--- config.mk ---
export PLATFORM = sky130hd
export DESIGN_NAME = polyadd3_mod
export DESIGN_NICKNAME = d
export VERILOG_FILES = /design/src/rtl/polyadd3_pkg.sv /design/src/rtl/polyadd3_idx_ctr.sv /design/src/rtl/polyadd3_lat_align.sv /design/src/rtl/polyadd3_modred.sv /design/src/rtl/polyadd3_mod.sv
export SDC_FILE = /design/constraint.sdc
export NUM_CORES = 1
export LEC_CHECK = 0
export ABC_AREA = 1
export BUFFER_PORTS_ARGS = -buffer_cell sky130_fd_sc_hd__buf_4
export CORE_ASPECT_RATIO = 1.25
export CORE_UTILIZATION = 35
export CTS_BUF_LIST = sky130_fd_sc_hd__clkbuf_4 sky130_fd_sc_hd__clkbuf_8
export DETAILED_ROUTE_END_ITERATION = 8
export PLACE_DENSITY_LB_ADDON = 0.05
export SETUP_SLACK_MARGIN = 0.3
export SKIP_LAST_GASP = 1
export SLEW_MARGIN = 40
export SYNTH_ARGS = -nofsm -noshare
export SYNTH_HDL_FRONTEND = slang
export SYNTH_SLANG_ARGS = --single-unit
--- constraint.sdc ---
create_clock -name clk -period 6.9 [get_ports clk]
set_input_delay 0.345 -clock clk [delete_from_list [all_inputs] [get_ports clk]]
set_output_delay 0.345 -clock clk [all_outputs]
set_load 0.005 [all_outputs]
--- src/rtl/polyadd3_pkg.sv ---
package polyadd3_pkg;

    localparam int unsigned N_COEF  = 256;
    localparam int unsigned COEF_W  = 12;
    localparam int unsigned MOD_Q   = 3329;
    localparam int unsigned MU_HALF = 1665;
    localparam int unsigned RD_LAT  = 1;

    typedef enum logic [1:0] {
        ST_IDLE  = 2'd0,
        ST_SCAN  = 2'd1,
        ST_DRAIN = 2'd2,
        ST_DONE  = 2'd3
    } pa_state_e;

endpackage

--- src/rtl/polyadd3_idx_ctr.sv ---
module polyadd3_idx_ctr #(
    parameter int unsigned N  = 256,
    parameter int unsigned IW = 8
) (
    input  logic          clk,
    input  logic          rst_n,
    input  logic          clr,
    input  logic          adv,
    output logic [IW-1:0] idx,
    output logic          last
);

    always_ff @(posedge clk or negedge rst_n) begin
        if (!rst_n) begin
            idx <= '0;
        end else if (clr) begin
            idx <= '0;
        end else if (adv) begin
            idx <= idx + 1'b1;
        end
    end

    assign last = (idx == IW'(N - 1));

endmodule

--- src/rtl/polyadd3_lat_align.sv ---
module polyadd3_lat_align #(
    parameter int unsigned LAT = 1,
    parameter int unsigned AW  = 8
) (
    input  logic          clk,
    input  logic          rst_n,
    input  logic          in_vld,
    input  logic [AW-1:0] in_addr,
    output logic          out_vld,
    output logic [AW-1:0] out_addr
);

    // Each stage holds a valid bit above its address.
    logic [AW:0] pipe [LAT];

    always_ff @(posedge clk or negedge rst_n) begin
        if (!rst_n) begin
            for (int k = 0; k < int'(LAT); k++) begin
                pipe[k] <= '0;
            end
        end else begin
            pipe[0] <= {in_vld, in_addr};
            for (int k = 1; k < int'(LAT); k++) begin
                pipe[k] <= pipe[k-1];
            end
        end
    end

    assign out_vld  = pipe[LAT-1][AW];
    assign out_addr = pipe[LAT-1][AW-1:0];

endmodule

--- src/rtl/polyadd3_modred.sv ---
module polyadd3_modred #(
    parameter int unsigned W    = 12,
    parameter int unsigned SW   = 14,
    parameter int unsigned Q    = 3329,
    parameter int unsigned NSUB = 2
) (
    input  logic [SW-1:0] raw,
    output logic [W-1:0]  res
);

    localparam logic [SW-1:0] QV = SW'(Q);

    logic [SW-1:0] stg [NSUB+1];
    logic          unused_hi;

    assign stg[0] = raw;

    // One conditional subtraction per stage; NSUB stages cover inputs below (NSUB+1)*Q.
    for (genvar g = 0; g < int'(NSUB); g++) begin : g_sub
        assign stg[g+1] = (stg[g] >= QV) ? (stg[g] - QV) : stg[g];
    end

    assign res       = stg[NSUB][W-1:0];
    assign unused_hi = |stg[NSUB][SW-1:W];

endmodule

--- src/rtl/polyadd3_mod.sv ---
module polyadd3_mod
    import polyadd3_pkg::*;
#(
    parameter  int unsigned N   = N_COEF,
    parameter  int unsigned W   = COEF_W,
    parameter  int unsigned Q   = MOD_Q,
    parameter  int unsigned MU  = MU_HALF,
    parameter  int unsigned LAT = RD_LAT,
    localparam int unsigned IW  = $clog2(N),
    localparam int unsigned SW  = W + 2
) (
    input  logic          clk,
    input  logic          rst_n,
    input  logic          start,
    input  logic [N-1:0]  msg,
    output logic          rd_en,
    output logic [IW-1:0] rd_addr,
    input  logic [W-1:0]  ps_rd_data,
    input  logic [W-1:0]  er_rd_data,
    output logic          wr_en,
    output logic [IW-1:0] wr_addr,
    output logic [W-1:0]  wr_data,
    output logic          busy,
    output logic          done
);

    pa_state_e     state_q, state_d;
    logic [N-1:0]  msg_q;
    logic [IW-1:0] idx;
    logic          idx_last;
    logic          accept;
    logic          wr_last;
    logic [W-1:0]  mu_val;
    logic [SW-1:0] raw_sum;

    assign accept = (state_q == ST_IDLE) && start;

    // Next-state logic
    always_comb begin
        state_d = state_q;
        unique case (state_q)
            ST_IDLE:  if (start)    state_d = ST_SCAN;
            ST_SCAN:  if (idx_last) state_d = ST_DRAIN;
            ST_DRAIN: if (wr_last)  state_d = ST_DONE;
            ST_DONE:                state_d = ST_IDLE;
            default:                state_d = ST_IDLE;
        endcase
    end

    // State register
    always_ff @(posedge clk or negedge rst_n) begin
        if (!rst_n) begin
            state_q <= ST_IDLE;
        end else begin
            state_q <= state_d;
        end
    end

    // Outputs decoded from state
    always_comb begin
        rd_en = 1'b0;
        busy  = 1'b1;
        done  = 1'b0;
        unique case (state_q)
            ST_IDLE:  busy  = 1'b0;
            ST_SCAN:  rd_en = 1'b1;
            ST_DRAIN: ;
            ST_DONE:  done  = 1'b1;
            default:  busy  = 1'b0;
        endcase
    end

    // Message captured once per pass
    always_ff @(posedge clk or negedge rst_n) begin
        if (!rst_n) begin
            msg_q <= '0;
        end else if (accept) begin
            msg_q <= msg;
        end
    end

    polyadd3_idx_ctr #(.N(N), .IW(IW)) u_ctr (
        .clk   (clk),
        .rst_n (rst_n),
        .clr   (accept),
        .adv   (rd_en),
        .idx   (idx),
        .last  (idx_last)
    );

    assign rd_addr = idx;

    polyadd3_lat_align #(.LAT(LAT), .AW(IW)) u_align (
        .clk      (clk),
        .rst_n    (rst_n),
        .in_vld   (rd_en),
        .in_addr  (rd_addr),
        .out_vld  (wr_en),
        .out_addr (wr_addr)
    );

    assign wr_last = wr_en && (wr_addr == IW'(N - 1));
    assign mu_val  = msg_q[wr_addr] ? W'(MU) : '0;
    assign raw_sum = SW'(ps_rd_data) + SW'(er_rd_data) + SW'(mu_val);

    polyadd3_modred #(.W(W), .SW(SW), .Q(Q), .NSUB(2)) u_red (
        .raw (raw_sum),
        .res (wr_data)
    );

endmodule

== Yosys cells after proc, flatten, opt, wreduce, memory -nomap -nowiden ==
Index checks and enable logic that the tools add are counted.

* Register bits: 275
* Output and inout port bits: 32
* Word-level logic and storage cells: 39

* Add/sub/neg operators: 5
* Order comparisons: 3
* Equal/unequal tests: 8
* Mux-type cells: 14
* Reductions and logical operators: 5

{| class="wikitable"
|+ Operators by type and width
! cell !! count
|-
| >= comparator 14 x 12 -> 1 bit, second input constant || 2
|-
| == test 8 bit, second input constant || 2
|-
| two-way mux 8 bit || 2
|-
| adder 13 x 11 -> 14 bit || 1
|-
| two-way mux 14 bit || 1
|-
| subtractor 14 x 12 -> 14 bit, second input constant || 1
|-
| adder 12 x 12 -> 13 bit || 1
|-
| two-way mux 12 bit || 1
|-
| subtractor 12 bit, second input constant || 1
|-
| two-way mux 11 bit || 1
|-
| < comparator 8 x 9 -> 1 bit, second input constant || 1
|-
| adder 8 x 1 -> 8 bit, second input constant || 1
|-
| binary-select mux 1 bit (select 8 bit) || 1
|-
| case mux 2 bit (4 select lines) || 1
|-
| two-way mux 2 bit || 3
|-
| != test 2 bit, second input constant || 3
|-
| == test 2 bit, second input constant || 2
|-
| two-way mux 1 bit || 4
|-
| AND reduction 3 bit || 1
|-
| == test 2 x 1 -> 1 bit, second input constant || 1
|-
| logical AND 1 bit || 2
|-
| logical NOT 2 bit || 1
|-
| nonzero test 2 bit || 1
|}

== Longest topological paths before layout ==
* Depth in word-level cells: 8
* Gate-level depth with buffers: 44
* Mapped depth without buffers: 40

== Modules after synthesis ==
A second synthesis with hierarchy kept.

* Cell total of the unflattened synthesis: 2160
* Area total of the unflattened synthesis: 15262.1 sq um

{| class="wikitable"
|+ Modules (own cells, without submodules)
! module !! instances !! cells an instance !! area each (sq um)
|-
| polyadd3_mod || 1 || 1821 || 13222.7
|-
| polyadd3_modred || 1 || 269 || 1371.3
|-
| polyadd3_idx_ctr || 1 || 61 || 442.9
|-
| polyadd3_lat_align || 1 || 9 || 225.2
|}

== Worst setup path after synthesis ==
OpenSTA, ideal clock, no wires.

* Path kind: flip-flop to output port
* Start: reg u_align.pipe[0] (netlist name)
* End: out wr_data[4]
* Arrival: 5.036 ns
* Path slack: 1.519 ns
* Stages on the path, launching flop included: 42
* Path buffers: 5
* Cell sequence: dfrtp_1 > inv_1 > clkbuf_1 > clkbuf_1 > clkbuf_1 > nor2_1 > o221ai_1 > nand3_1 > nand3_1 > nand2_1 > a311oi_1 > nor2_1 > inv_1 > fa_1 > ha_1 > inv_1 > fa_1 > inv_1 > (+6 left out) > nand3_2 > nand2_2 > nand2_2 > nand2_4 > nand3_2 > buf_6 > nand2_1 > nand2_1 > inv_1 > ha_1 > inv_1 > nor2_1 > nand2_2 > nor2_4 > a21boi_2 > buf_4 > nand3_1 > nand2_1

* Cells in the longest elaborated chain, start to end: 8
* Elaborated cells on any way between the ends: 10
* Those cells by class: add/sub (3); order compare (2); mux (5)

{| class="wikitable"
|+ Ends and longest elaborated chain
! item !! line !! source
|-
| start, declared || polyadd3_lat_align.sv:14 || <nowiki>logic [AW:0] pipe [LAT];</nowiki>
|-
| start signal, assigned by index || polyadd3_lat_align.sv:24 || <nowiki>pipe[k] <= pipe[k-1];</nowiki>
|-
| binary-select mux 1 bit (select 8 bit) (*) || polyadd3_mod.sv:103 || <nowiki>assign mu_val = msg_q[wr_addr] ? W'(MU) : '0;</nowiki>
|-
| two-way mux 1 bit (not written as such) (*) || polyadd3_mod.sv:103 ||
|-
| two-way mux 11 bit (*) || polyadd3_mod.sv:103 ||
|-
| adder 13 x 11 -> 14 bit (*) || polyadd3_mod.sv:104 || <nowiki>assign raw_sum = SW'(ps_rd_data) + SW'(er_rd_data) + SW'(mu_val);</nowiki>
|-
| subtractor 14 x 12 -> 14 bit or >= comparator 14 x 12 -> 1 bit (tied branches) || polyadd3_modred.sv:20 || <nowiki>assign stg[g+1] = (stg[g] >= QV) ? (stg[g] - QV) : stg[g];</nowiki>
|-
| two-way mux 14 bit (*) || polyadd3_modred.sv:20 ||
|-
| subtractor 12 bit or >= comparator 14 x 12 -> 1 bit (tied branches) || polyadd3_modred.sv:20 ||
|-
| two-way mux 12 bit (*) || polyadd3_modred.sv:20 ||
|-
| end, declared || polyadd3_mod.sv:22 || <nowiki>output logic [W-1:0] wr_data,</nowiki>
|}

Mark *: on every way between the ends. The rest lies on a longest branch, timed or not. The select of a mux whose other input is x is not followed.

== Worst setup path after layout ==
* Start: reg u_align.pipe[0] (netlist name)
* End: out wr_data[3]

The elaborated chain is that of the path after synthesis.

==> flow_summary.json <==
{
  "result_of_the_run": "completed",
  "static_leakage_power_uw": 0.01134,
  "worst_ep_required_time_ns": 6.55,
  "finalPower_uw": 13410,
  "max-vdd-ir-drop_v": 0.0004645,
  "drtAntennaViolNets": 0,
  "worst_setup_path_category": "flip-flop to output port",
  "synth_enable_flop_cells": 0,
  "finalWirelength_um": 55880,
  "p_sw_uw": 6384,
  "seq_power_share": 0.208,
  "global_route.overflow_total": 0,
  "xor_xnor_fraction_of_synth_area": 0.007838,
  "end_kind": "output port",
  "clkSinkCount": 275,
  "critical_path_source_type": "flip-flop",
  "synth_compound_area_frac": 0.09587,
  "place.gp.congestion": 0.8327,
  "largest_family_of_logic_cells_by_synthesized_area": "simple AND/OR/NAND/NOR gates",
  "post_synth_instance_area_um2": 14530,
  "rows": 83,
  "critical_path.max_stage_delay_ns": 0.54,
  "setup_viol_count_final": 0,
  "detailedRoute.firstPassIterationCount": 5,
  "multi_input_comb_area_um2": 7234,
  "crit-reg2reg-launch": "state_q[0]",
  "synth_mux_area_frac": 0,
  "place_hpwl_um": 34150,
  "timing_max_transition_violations_final": 0,
  "timing.max_cap.violations": 0,
  "p_sw_frac": 0.4761,
  "cts_made_buffers": 47,
  "cp_common_cell": "sky130_fd_sc_hd__nand2_2",
  "postSynth.asyncResetShare": 1.000,
  "rsz0062_at_grt": "no",
  "synthesis.nets": 2303,
  "synth.top_cell.area_share": 0.4737,
  "routed_wire_length_per_instance_um": 17.72,
  "power_per_cell_area_nw_per_um2": 607.7,
  "slew-limit-headroom": 0.4414,
  "cell_internal_pwr_uw": 7025,
  "period_needed_ns": 6.319,
  "overall_track_demand_over_capacity_in_global_routing": 0.2492,
  "core_um2": 41020,
  "crit_path_max_fanout": 18,
  "setup.worst_path.start": "u_align.pipe[0]",
  "uppermost_routed_layer": "met4",
  "holdCritStartpoint": "msg[221]",
  "synthFlopType": "sky130_fd_sc_hd__dfrtp_1",
  "drive_above_1_share": 0.2250,
  "clock_insertion_delay_worst_skew_ns": 0.59,
  "num-fill-cells": 3931,
  "root_buffer": "sky130_fd_sc_hd__clkbuf_8",
  "hold_viol": 0,
  "cts.path.max_buffers": 3,
  "grt_start_max_net_pins": 200,
  "fmaxAchievable_mhz": 158.3,
  "floorplan.die.width_um": 184.2,
  "cp.arrival_ns": 5.97,
  "cts_tree": "done",
  "first_global_vias": 15390,
  "critical-path-slowest-cell": "sky130_fd_sc_hd__dfrtp_4",
  "nNetsFinal": 2881,
  "yosysWarningCount": 0,
  "netlist_top_cells_area": "sky130_fd_sc_hd__dfrtp_1 47%, sky130_fd_sc_hd__nand2_1 24%, sky130_fd_sc_hd__o21ai_0 4.8%, sky130_fd_sc_hd__nor2_1 4.2%, sky130_fd_sc_hd__clkbuf_1 2.6%",
  "final.setup.tns_ns": 0,
  "post_layout_nonfiller_instances": 3154,
  "vias_per_cell": 4.879,
  "die-height_um": 229.8,
  "route.vias.total": 15390,
  "synth_simple_gate_area_frac": 0.3381,
  "initial_utilization": 0.3541,
  "area_post_placement_um2": 17460,
  "worst_slew_pin_slew_ns": 0.8379,
  "synth_largest_area_cell": "sky130_fd_sc_hd__dfrtp_1",
  "synth_fa_ha_area_frac": 0.03187,
  "dr_wl_met3_um": 2459,
  "pin_count": 315,
  "met2RoutedLength_um": 27920,
  "synthesis.instances": 1986,
  "share_clk_of_total_power": 0.125,
  "numPlacedInstances": 2771,
  "register_area_um2": 6888,
  "die_area_um2": 42330,
  "first_iter_violations": 904,
  "synth-seq-area-share": 0.4737,
  "numPortBuffers": 314,
  "remaining_drc_errors": 0,
  "finalClockSkew_ns": 0.03261,
  "hp-class": "primary input to flip-flop",
  "finalCritPeriodShare": 0.9157,
  "synth.ff_latch_count": 275,
  "h-tree-depth": 2,
  "grt_pass1_wl_um": 82760,
  "per_instance_average_area_after_synthesis_um2": 7.314,
  "layout.cell_area.non_filler_um2": 22070,
  "cts.clk_slew.worst_paths_ns": 0.06,
  "area_growth_pct": 51.91,
  "power.combinational.fraction": 0.667,
  "ys_types": 42,
  "number_of_antenna_violations_at_the_first_check_in_global_routing": 3,
  "route.layer.met1.wl_um": 23950
}
## final timing paths
path,to,slack (ns),depth (start not counted)
max,wr_data[3],0.58,41
min,msg_q[221],0.02,3
max reg2reg,u_ctr.idx[7],4.26,7
min reg2reg,u_align.pipe[7],0.43,0
max in group asynchronous,msg_q[63],5.29,3
min in group asynchronous,msg_q[80],0.36,2
## per-layer routing
metal / global-route usage / vias up
met2: 0.4326 / 403
li1: - / 7497
met1: 0.3194 / 7395
met4: 0.07604 / 0
met5: 0 / -
met3: 0.03326 / 93
## flip-flops by register name, indices dropped and copies added, names as in the netlist
name / cells
msg_q: 256
u_align.pipe: 9
u_ctr.idx: 8
state_q: 2
## through the flow
step                        util  setup WS (ns)  hold slack, ns
after detailed placement  0.4257         0.1934          0.4264
final                     0.5380         0.5814         0.02454
after global routing      0.5379         0.2527        0.001442
after CTS                 0.5178         0.2965      0.00001255
after floorplan                -          1.519         0.04941
after global placement    0.4253         0.2557          0.4212
## final cells by class
cell class,count,share of cell area
antenna,2,0.0002268
clock buffer,78,0.04411
clock inverter,7,0.004252
inverter,86,0.01644
multi-input combinational,1515,0.3278
sequential,275,0.3121
tap,552,0.03130
timing repair buffer,638,0.2633
timing repair inverter,1,0.0003969
## Yosys cell counts, drive strengths merged, types with 4 or more instances
master	number
a21oi	20
nand3	72
nor2	166
o22ai	37
o21ai	140
nor3	8
nand3b	4
dfrtp	275
ha	29
buf	8
nand4	21
o221ai	28
fa	5
inv	84
xor2	8
o211ai	5
nand2	956
xnor2	5
clkbuf	102
## cells in the final DEF, fill, tap and decap left out, drive strengths merged, types with 6 or more instances in the layout
master	Yosys	routed
nand2	956	956
buf	8	377
dfrtp	275	275
dlygate4sd3	0	252
nor2	166	166
o21ai	140	140
clkbuf	102	87
inv	84	85
nand3	72	72
o22ai	37	37
ha	29	29
o221ai	28	28
nand4	21	21
a21oi	20	20
xor2	8	8
nor3	8	8
clkinv	2	6
## logic make-up (layout without fill, tap and decap cells)
logic type / Yosys count / in the layout
adder cells (fa/ha/maj): 34 / 34
AO/OA/AOI/OAI: 239 / 239
buffers and inverters: 196 / 810
other: 0 / 2
flip-flops: 275 / 275
AND/OR/NAND/NOR: 1229 / 1229
XOR/XNOR: 13 / 13
## critical path, delay by kind of cell, from the launching register on
family,cells,cell delay (ns)
adder cells (fa/ha/maj),4,0.98
AO/OA/AOI/OAI,3,0.69
AND/OR/NAND/NOR,24,1.96
buffers and inverters,10,1.16
flip-flops,1,0.54
## power by group through the flow
stage / clock network (µW) / logic [µW] / registers, µW
after floorplan: 0 / 4970 / 2630
after global placement: 0 / 7460 / 2790
after detailed placement: 0 / 7440 / 2790
after CTS: 1720 / 7990 / 2770
after global routing: 1790 / 9920 / 2870
final: 1670 / 8950 / 2790
## timing repair
| action | in CTS | in global routing |
|---|---|---|
| gates cloned | 1 | 14 |
| gates resized for setup | 18 | 100 |
| setup endpoints to repair | 12 | 12 |
| hold buffers | 252 | 0 |
| buffers inserted | 10 | 18 |
| hold endpoints to repair | 345 | 0 |
| pin swaps | 9 | 45 |
No activity file was read; power rests on OpenSTA's default activity.
